**src/rtl/dlar_pkg.sv**
```systemverilog
package dlar_pkg;

    localparam int unsigned DEF_TAG_W  = 8;
    localparam int unsigned DEF_DATA_W = 32;

    typedef enum logic [1:0] {
        CPL_SC = 2'b00,
        CPL_UR = 2'b01
    } cpl_status_e;

    // Only a posted write finishes without any completion.
    function automatic logic needs_response(input logic posted, input logic write);
        return !(posted && write);
    endfunction

    function automatic cpl_status_e pick_status(input logic benign);
        return benign ? CPL_SC : CPL_UR;
    endfunction

    function automatic logic fill_ones(input logic benign, input logic write);
        return benign && !write;
    endfunction

endpackage

```
**src/rtl/dlar_route.sv**
```systemverilog
module dlar_route #(
    parameter int unsigned TAG_W = dlar_pkg::DEF_TAG_W
) (
    input  logic             link_up,
    input  logic             slot_free,
    input  logic             req_valid,
    output logic             req_ready,
    input  logic             req_posted,
    input  logic             req_write,
    input  logic [TAG_W-1:0] req_tag,
    output logic             fwd_valid,
    input  logic             fwd_ready,
    output logic             fwd_posted,
    output logic             fwd_write,
    output logic [TAG_W-1:0] fwd_tag,
    output logic             local_acc
);

    always_comb begin
        fwd_posted = req_posted;
        fwd_write  = req_write;
        fwd_tag    = req_tag;
        if (link_up) begin
            fwd_valid = req_valid;
            req_ready = fwd_ready;
            local_acc = 1'b0;
        end else begin
            fwd_valid = 1'b0;
            req_ready = slot_free;
            local_acc = req_valid && slot_free;
        end
    end

endmodule

```
**src/rtl/dlar_rsp_gen.sv**
```systemverilog
module dlar_rsp_gen
    import dlar_pkg::*;
#(
    parameter int unsigned TAG_W  = DEF_TAG_W,
    parameter int unsigned DATA_W = DEF_DATA_W
) (
    input  logic              clk,
    input  logic              rst,
    input  logic              cfg_benign,
    input  logic              local_acc,
    input  logic              req_posted,
    input  logic              req_write,
    input  logic [TAG_W-1:0]  req_tag,
    input  logic              rsp_ready,
    output logic              rsp_valid,
    output logic [TAG_W-1:0]  rsp_tag,
    output logic [1:0]        rsp_status,
    output logic [DATA_W-1:0] rsp_rdata,
    output logic              slot_free
);

    typedef struct packed {
        logic [TAG_W-1:0]  tag;
        cpl_status_e       status;
        logic [DATA_W-1:0] data;
    } cpl_t;

    cpl_t cpl_q;
    cpl_t cpl_d;
    logic valid_q;
    logic want_rsp;

    assign want_rsp  = local_acc && needs_response(req_posted, req_write);
    assign slot_free = !valid_q || rsp_ready;

    always_comb begin
        cpl_d.tag    = req_tag;
        cpl_d.status = pick_status(cfg_benign);
        cpl_d.data   = fill_ones(cfg_benign, req_write) ? {DATA_W{1'b1}} : {DATA_W{1'b0}};
    end

    always_ff @(posedge clk) begin
        if (rst) begin
            valid_q <= 1'b0;
            cpl_q   <= '0;
        end else begin
            if (valid_q && rsp_ready) begin
                valid_q <= 1'b0;
            end
            if (want_rsp) begin
                valid_q <= 1'b1;
                cpl_q   <= cpl_d;
            end
        end
    end

    assign rsp_valid  = valid_q;
    assign rsp_tag    = cpl_q.tag;
    assign rsp_status = cpl_q.status;
    assign rsp_rdata  = cpl_q.data;

    AST_RSP_HELD: assert property (@(posedge clk) disable iff (rst)
        (rsp_valid && !rsp_ready) |=> (rsp_valid && $stable(rsp_tag) && $stable(rsp_status) && $stable(rsp_rdata)));

    AST_RSP_TAG: assert property (@(posedge clk) disable iff (rst)
        (local_acc && !(req_posted && req_write)) |=> (rsp_valid && rsp_tag == $past(req_tag)));

    AST_UR_MODE: assert property (@(posedge clk) disable iff (rst)
        (local_acc && !(req_posted && req_write) && !cfg_benign) |=> (rsp_status == 2'b01 && rsp_rdata == '0));

    AST_BENIGN_READ: assert property (@(posedge clk) disable iff (rst)
        (local_acc && !req_write && cfg_benign) |=> (rsp_status == 2'b00 && rsp_rdata == '1));

    AST_BENIGN_WRITE: assert property (@(posedge clk) disable iff (rst)
        (local_acc && req_write && !req_posted && cfg_benign) |=> (rsp_status == 2'b00 && rsp_rdata == '0));

    AST_POSTED_DROP: assert property (@(posedge clk) disable iff (rst)
        (local_acc && req_posted && req_write) |=> !rsp_valid);

endmodule

```
**src/rtl/dl_abort_responder.sv**
```systemverilog
module dl_abort_responder
    import dlar_pkg::*;
#(
    parameter int unsigned TAG_W  = DEF_TAG_W,
    parameter int unsigned DATA_W = DEF_DATA_W
) (
    input  logic              clk,
    input  logic              rst,
    input  logic              cfg_benign,
    input  logic              link_up,
    input  logic              req_valid,
    output logic              req_ready,
    input  logic              req_posted,
    input  logic              req_write,
    input  logic [TAG_W-1:0]  req_tag,
    output logic              fwd_valid,
    input  logic              fwd_ready,
    output logic              fwd_posted,
    output logic              fwd_write,
    output logic [TAG_W-1:0]  fwd_tag,
    output logic              rsp_valid,
    input  logic              rsp_ready,
    output logic [TAG_W-1:0]  rsp_tag,
    output logic [1:0]        rsp_status,
    output logic [DATA_W-1:0] rsp_rdata
);

    logic slot_free;
    logic local_acc;

    dlar_route #(.TAG_W(TAG_W)) u_route (
        .link_up    (link_up),
        .slot_free  (slot_free),
        .req_valid  (req_valid),
        .req_ready  (req_ready),
        .req_posted (req_posted),
        .req_write  (req_write),
        .req_tag    (req_tag),
        .fwd_valid  (fwd_valid),
        .fwd_ready  (fwd_ready),
        .fwd_posted (fwd_posted),
        .fwd_write  (fwd_write),
        .fwd_tag    (fwd_tag),
        .local_acc  (local_acc)
    );

    dlar_rsp_gen #(.TAG_W(TAG_W), .DATA_W(DATA_W)) u_rsp (
        .clk        (clk),
        .rst        (rst),
        .cfg_benign (cfg_benign),
        .local_acc  (local_acc),
        .req_posted (req_posted),
        .req_write  (req_write),
        .req_tag    (req_tag),
        .rsp_ready  (rsp_ready),
        .rsp_valid  (rsp_valid),
        .rsp_tag    (rsp_tag),
        .rsp_status (rsp_status),
        .rsp_rdata  (rsp_rdata),
        .slot_free  (slot_free)
    );

    AST_NO_LOCAL_WHEN_UP: assert property (@(posedge clk) disable iff (rst)
        (link_up && !rsp_valid) |=> !rsp_valid);

    AST_DOWN_NOT_SENT: assert property (@(posedge clk) disable iff (rst)
        (!link_up && req_valid && req_ready && !(req_posted && req_write)) |=> rsp_valid);

endmodule

```
**config.mk**
```make
export PLATFORM = sky130hd
export DESIGN_NAME = dl_abort_responder
export DESIGN_NICKNAME = d
export VERILOG_FILES = /design/src/rtl/dlar_pkg.sv /design/src/rtl/dlar_route.sv /design/src/rtl/dlar_rsp_gen.sv /design/src/rtl/dl_abort_responder.sv
export SDC_FILE = /design/constraint.sdc
export NUM_CORES = 1
export LEC_CHECK = 0
export CORE_MARGIN = 2
export CORE_UTILIZATION = 29
export DETAILED_ROUTE_END_ITERATION = 12
export GPL_TIMING_DRIVEN = 0
export PLACE_DENSITY = 0.75
export SETUP_SLACK_MARGIN = 0.05
export SLEW_MARGIN = 30
export SYNTH_ARGS = -nofsm -noshare
export SYNTH_HDL_FRONTEND = slang
export SYNTH_SLANG_ARGS = --single-unit
```
**constraint.sdc**
```tcl
create_clock -name clk -period 2.15 [get_ports clk]
set_clock_uncertainty 0.1 [all_clocks]
set_input_delay 0.3225 -clock clk [delete_from_list [all_inputs] [get_ports clk]]
set_output_delay 0.3225 -clock clk [all_outputs]
set_load 0.005 [all_outputs]
```
* Yosys cells after proc, flatten, opt, wreduce, memory -nomap -nowiden
Cells that the tools add are included.
** Operators by class
- Reduce and logical (&&, ||, !) cells :: 10
- Multiplexer cells :: 7
** Operators with widths (count)
- 32-bit two-way mux :: 1
- 1-bit two-way mux :: 6
- 1-bit logical AND :: 5
- 1-bit zero test :: 3
- 2-bit nonzero test :: 1
- 1-bit logical OR :: 1
** Word-level totals
- Output and inout port bits :: 55
- Bits of input ports :: 17
- Flip-flop bits (word level) :: 43

* Logic depth before layout (Yosys ltp)
Gate-level depths: netlist (run 1).
- Depth after elaboration :: 6
- Mapped depth :: 4

* By module
A second synthesis (run 1) with hierarchy kept.
** Second synthesis, totals
- Cell total of the unflattened synthesis :: 94
- Area, all modules :: 850.8 um^2
** By module, submodules not included
- dlar_rsp_gen :: sequential area each 220.2 um^2, area each 743.2 um^2, cells an instance 81, times used 1
- dlar_route :: sequential area each 0.0 um^2, area each 107.6 um^2, cells an instance 13, times used 1

* Worst setup path before layout (run 1)
No wires, ideal clock.
- Kind :: reg-to-output
- Start point :: reg u_rsp.rsp_rdata[30] (netlist name)
- End point :: out rsp_rdata[10]
- Cell stages (with the launch flop) :: 2
- Slack :: 682 ps
- Data arrival time :: 1046 ps
- Data required time :: 1727 ps
- Path through :: dfxtp_1 buf_4
** RTL lines
- to (decl) :: line dl_abort_responder.sv:25 : output logic [DATA_W-1:0] rsp_rdata

* Worst setup path after layout (run 1)
- Start point :: in link_up
- End point :: out req_ready
** On the way
- Cells in the longest elaborated chain, start to end :: 1
** Ends and longest elaborated chain
- from (decl) :: line dl_abort_responder.sv:10 : input logic link_up,
- 1-bit two-way mux :: line dlar_route.sv:23 : if (link_up) begin
- to (decl) :: line dl_abort_responder.sv:12 : output logic req_ready,
Every way passes these cells.

==> results.ini, run 1 <==
[cts]
ctsHoldBuffers = 0
root_buffer = clkbuf_4
cts_sinks = 11
numCtsBuffers = 3
clk_latency_ps = 270
cts_tree = done
clk_pin_slew_ps = 70
clock_path_buffers = 2
htreeDepth = 1

[worst_setup_path]
cp-start-kind = primary input
reg2reg_depth = 4
r2r-end = u_rsp.rsp_tag[5]
path_max_fanout = 3
crit_type = in2out
critPathLaunch = link_up
r2r_slack_ps = 1020
reg2reg_from = u_rsp.rsp_valid
cp-endpoint = req_ready
arrival_ps = 1630
end_kind = primary output
required_ps = 1730

[finish]
finalNonFillerCells = 198
area_delta_synth_final_pct = 91.49
drive_gt1_share_pct = 31.14
antennaDiodeCount = 0
layout_common_cells = clkdlybuf4s50_1, buf_4, nand2b_1
fillCellCount = 240
final_nets = 185
ff_latch_area_um2 = 224.0
multiInputGateArea_um2 = 291.5
layout_commonest_cell = clkdlybuf4s50_1

[power_and_ir_drop]
vdd_ir_drop_max_uv = 370.0
p_total_w = 0.0005512
p_per_area_nw_per_um2 = 343.4
p_leak_nw = 0.6802

[synthesis]
synth_top_area_share_pct = 37.61
synth.yosys.seq_area_share_pct = 26.27
syn_nets = 111
synth_warnings = 0
yosys.area.top_type = buf_4
ys_ff_latch = 11
ys_types = 16
avgSynthCellArea_um2 = 8.918
synth_area_um2 = 838.3
netlist_instances = 94
ys_top_cells_by_area = buf_4, dfxtp_1, nand2b_1, mux2i_1, a211oi_2

[outcome]
outcome = finished, final reports clean

[route]
wl_per_cell_um = 10.04
vias = 782
ant_nets = 0
wl_um = 1988
wl_met2_um = 938
vias_per_cell = 3.949
drt-initial-drc-count = 15
first_pass_iters = 4
met3_length_um = 285
highest_layer = met4
drc = 0
wl_met1_um = 748

[floorplan]
die_h_um = 57.77
die_area_um2 = 3337
coreArea_um2 = 2758
num_rows = 19
pin_count = 72
fp.dieW_um = 57.77
initial_core_util_pct = 30.40

[sta]
slew_violations = 0
setup_viol_count_final = 0
setup_tns_ps = 0
max_freq_mhz = 487.8
min_period_ps = 2050
fin_crit_sh_pct = 95.36
rsz0062_at_grt = false
hold_viol = 0

[worst_hold_path]
worst_hold_path_type = in2reg

[job]
cap_violations = 0

[place]
gp_congestion = 0.6407
dp_cells = 194
io_buffers = 69
place_hpwl_um = 1590

[grt]
grt_pass1_vias = 762
grt_overflow = 0
antenna_found_initial = 0
grt_max_degree = 34
grt_pass1_wl_um = 3318
grt_usage_pct = 12.79

-- routing by layer --
| layer | vias to the layer above | track usage [%] |
|---|---|---|
| li1 | 401 | - |
| met1 | 325 | 13.70 |
| met2 | 54 | 21.75 |
| met3 | 2 | 6.027 |
| met4 | 0 | 4.983 |
| met5 | - | 0 |
-- power by group --
part / internal (W) / switching (W) / leakage [nW]
combinational: 0.000137 / 0.0000506 / 0.575
sequential: 0.000213 / 0.00000940 / 0.0905
clock: 0.0000718 / 0.0000702 / 0.0150
-- flip-flops by register name (all words and copies together), names as in the netlist --
signal            flops
u_rsp.rsp_tag         8
u_rsp.rsp_valid       1
u_rsp.rsp_rdata       1
u_rsp.rsp_status      1
-- cell families (layout without fill, tap and decap cells) --
family | count (synthesis) | after routing | synth area share [%]
other | 1 | 1 | 0.4473
buffers and inverters | 45 | 118 | 39.85
AND/OR/NAND/NOR | 24 | 24 | 18.51
multiplexers | 10 | 10 | 12.09
AO/OA/AOI/OAI | 3 | 3 | 2.835
flip-flops | 11 | 11 | 26.27
-- how the worst min path moves through the flow --
| stage | startpoint | to | cells after the start |
|---|---|---|---|
| final | rst | u_rsp.rsp_valid | 2 |
| after global routing | rst | u_rsp.rsp_valid | 2 |
| after CTS | rst | u_rsp.rsp_valid | 2 |
| after detailed placement | u_rsp.rsp_tag[3] | u_rsp.rsp_tag[3] | 2 |
| after global placement | u_rsp.rsp_tag[6] | u_rsp.rsp_tag[6] | 2 |
| after floorplan | cfg_benign | u_rsp.rsp_status[0] | 1 |
-- repair_timing --
item                       4_1_cts  5_1_grt
cloned                           0        0
pin swaps                        0        0
setup buffers                    0        0
gates resized for setup          1        2
setup endpoints to repair       32       32
-- synth_stat cells --
library cell,instances
mux2_2,1
dfxtp_1,11
nand2b_1,18
clkbuf_1,2
nor2b_2,1
nand2_1,2
and3_4,1
a21oi_1,1
buf_4,42
a211oi_2,1
a31oi_1,1
or3b_1,1
buf_6,1
conb_1,1
mux2i_1,9
and2_1,1
-- cell type report --
| type | instances | area share [%] |
|---|---|---|
| flip-flops and latches | 11 | 13.95 |
| multi-input cells | 38 | 18.16 |
| well taps | 31 | 2.416 |
| repair buffers | 69 | 43.02 |
| plain buffers | 45 | 20.81 |
| clock buffers | 4 | 1.637 |
-- worst max-delay path: stages --
cell and delay [ps]:
clkdlybuf4s50_1 510, mux2_2 340, clkdlybuf4s50_1 450
-- through the flow --
| step | area (um^2) | hold WS (ps) | setup WS [ps] | utilization [%] |
|---|---|---|---|---|
| 3_3_place_gp | 1568 | 357.6 | 114.0 | 56.85 |
| 4_1_cts | 1595 | 333.9 | 62.59 | 57.85 |
| 2_1_floorplan | 838.3 | 315.6 | 681.8 | - |
| 6_report | 1605 | 327.6 | 99.81 | 58.21 |
| 3_5_place_dp | 1568 | 367.7 | 26.16 | 56.85 |
| 5_1_grt | 1605 | 394.4 | 65.24 | 58.21 |
Power figures use the tool's default switching activity.
==> run 2, diff against run 1 <==
- TNS_END_PERCENT: default -> 100
==> results of run 2 <==
Same layout as run 1: the final DEF is identical, and so are final timing and power.
==> run 3, diff against run 2 <==
- DONT_BUFFER_PORTS: default -> 1
- PLACE_DENSITY: 0.75 -> default
==> results.ini, run 3 (synthesis results as in run 1) <==
[finish]
antennaDiodeCount = 0  ; unchanged
multiInputGateArea_um2 = 284.0  ; -2.6%
layout_commonest_cell = buf_4
largest_reg_flops = 8  ; unchanged
drive_gt1_share_pct = 52.04  ; +21 points
ff_latch_area_um2 = 221.5  ; -1.1%
final_cell_area_um2 = 904.6  ; -44%
fillCellCount = 294  ; +23%
area_delta_synth_final_pct = 7.910
layout_common_cells = buf_4, nand2b_1, dfxtp_1
fin_util_pct = 32.80  ; -25 points
final_nets = 116  ; -37%
finalNonFillerCells = 129  ; -35%

[worst_setup_path]
arrival_ps = 1110  ; -520 ps
crit_buf_inv = 1  ; -1
critPathTopFamily = flip-flops
crit_type = reg2out
slowest_stage = dfxtp_2
required_ps = 1730  ; about the same
cp-start-kind = flip-flop
end_kind = primary output
crit_chain = buf_4
path_max_fanout = 33  ; +30
slowest_delay_ps = 640  ; +130 ps

[sta]
rsz0062_at_grt = false
slew_violations = 0  ; unchanged
setup_tns_ps = 0  ; unchanged
setup_viol_count_final = 0  ; unchanged
max_freq_mhz = 651.0  ; +33%
hold_viol = 0  ; unchanged
fin_crit_sh_pct = 71.44  ; -24 points
min_period_ps = 1536  ; -514.2 ps

[route]
first_pass_iters = 3  ; -1
vias_per_cell = 4.419  ; +12%
drt-initial-drc-count = 10  ; -5
wl_per_cell_um = 10.75  ; +7.1%
wl_um = 1387  ; -30%
drc = 0  ; unchanged
ant_nets = 0  ; unchanged
vias = 570  ; -27%

[grt]
grt_usage_pct = 8.337  ; -4.5 points
grt_overflow = 0  ; unchanged
antenna_found_initial = 0  ; unchanged
grt_max_degree = 34  ; unchanged
grt_pass1_wl_um = 2097  ; -37%
grt_pass1_vias = 484  ; -36%

[power_and_ir_drop]
power.switching_w = 0.0001084  ; -17%
seq_power_share_pct = 50.3  ; +10 points
p_total_w = 0.0004467  ; -19%
vdd_ir_drop_max_uv = 225.9  ; -39%
p_int_w = 0.0003383  ; -20%
clockPowerShare_pct = 31.0  ; +5.2 points
p_per_area_nw_per_um2 = 493.8  ; +44%
p_leak_nw = 0.4243  ; -38%
p_comb_share_pct = 18.7  ; -15 points
swShare_pct = 24.26  ; +0.65 points

[cts]
post_cts_resized = 0  ; -1
clock_path_buffers = 2  ; unchanged
numCtsBuffers = 3  ; unchanged
clk_latency_ps = 260  ; about the same
root_buffer = clkbuf_4
cts_tree = done
cts_sinks = 11  ; unchanged
htreeDepth = 1  ; unchanged
cts_setup_buffers = 0  ; unchanged
clk_pin_slew_ps = 70  ; about the same
ctsHoldBuffers = 0  ; unchanged

[floorplan]
initial_core_util_pct = 30.40  ; unchanged
coreArea_um2 = 2758  ; unchanged
num_rows = 19  ; unchanged
pin_count = 72  ; unchanged
die_area_um2 = 3337  ; unchanged
fp.dieW_um = 57.77  ; unchanged
die_h_um = 57.77  ; unchanged

[job]
cap_violations = 0  ; unchanged

[place]
dp_cells = 125  ; -36%
place_area_um2 = 877.1  ; -44%
io_buffers = 0  ; -100%
gp_congestion = 0.6928  ; +8.1%
place_hpwl_um = 1125  ; -29%

[worst_hold_path]
worst_hold_path_type = in2reg

[outcome]
outcome = finished, final reports clean

[run 3: changes by cell type in the layout (fill, tap and decap cells not counted), sizes merged]
cell / previous run / this run
clkdlybuf4s50: 69 / 0
[run 3: path summary, 6_finish.rpt]
path	slack, ps	startpoint	to	depth (start not counted)
setup / recovery	610	u_rsp.rsp_rdata[30]	rsp_rdata[15]	1
hold / removal	40	cfg_benign	u_rsp.rsp_status[0]	1
setup reg to reg	980	u_rsp.rsp_valid	u_rsp.rsp_tag[7]	4
hold reg to reg	400	u_rsp.rsp_tag[6]	u_rsp.rsp_tag[6]	2
[run 3: per-layer routing]
layer / wire length [um] / vias up / GRT usage [%]
met4: 0 / 0 / 2.990
met5: 0 / - / 0
met2: 678 / 53 / 15.75
met3: 252 / 0 / 3.795
met1: 456 / 256 / 7.798
li1: - / 261 / -
[run 3: area by class of cell]
cell class	instances	area share [%]
buffer	45	36.93
clock buffer	4	2.905
multi-input combinational	38	31.40
sequential	11	24.48
tap	31	4.288
[run 3: metrics by stage]
| stage | hold WS (ps) | setup WS (ps) |
|---|---|---|
| 2_1_floorplan | 315.6 | 681.8 |
| 3_3_place_gp | 316.1 | 601.8 |
| 3_5_place_dp | 327.5 | 546.4 |
| 4_1_cts | 35.05 | 244.6 |
| 5_1_grt | 26.34 | 504.1 |
| 6_report | 44.00 | 614.0 |
[run 3: power by group through the flow]
| stage | combinational [W] | sequential, W | clock (W) |
|---|---|---|---|
| global placement | 0.0000851 | 0.000229 | 0 |
| floorplan | 0.0000773 | 0.000227 | 0 |
| global route | 0.0000920 | 0.000227 | 0.000163 |
| finish | 0.0000834 | 0.000225 | 0.000139 |
| detailed placement | 0.0000862 | 0.000230 | 0 |
| CTS | 0.0000862 | 0.000225 | 0.000149 |
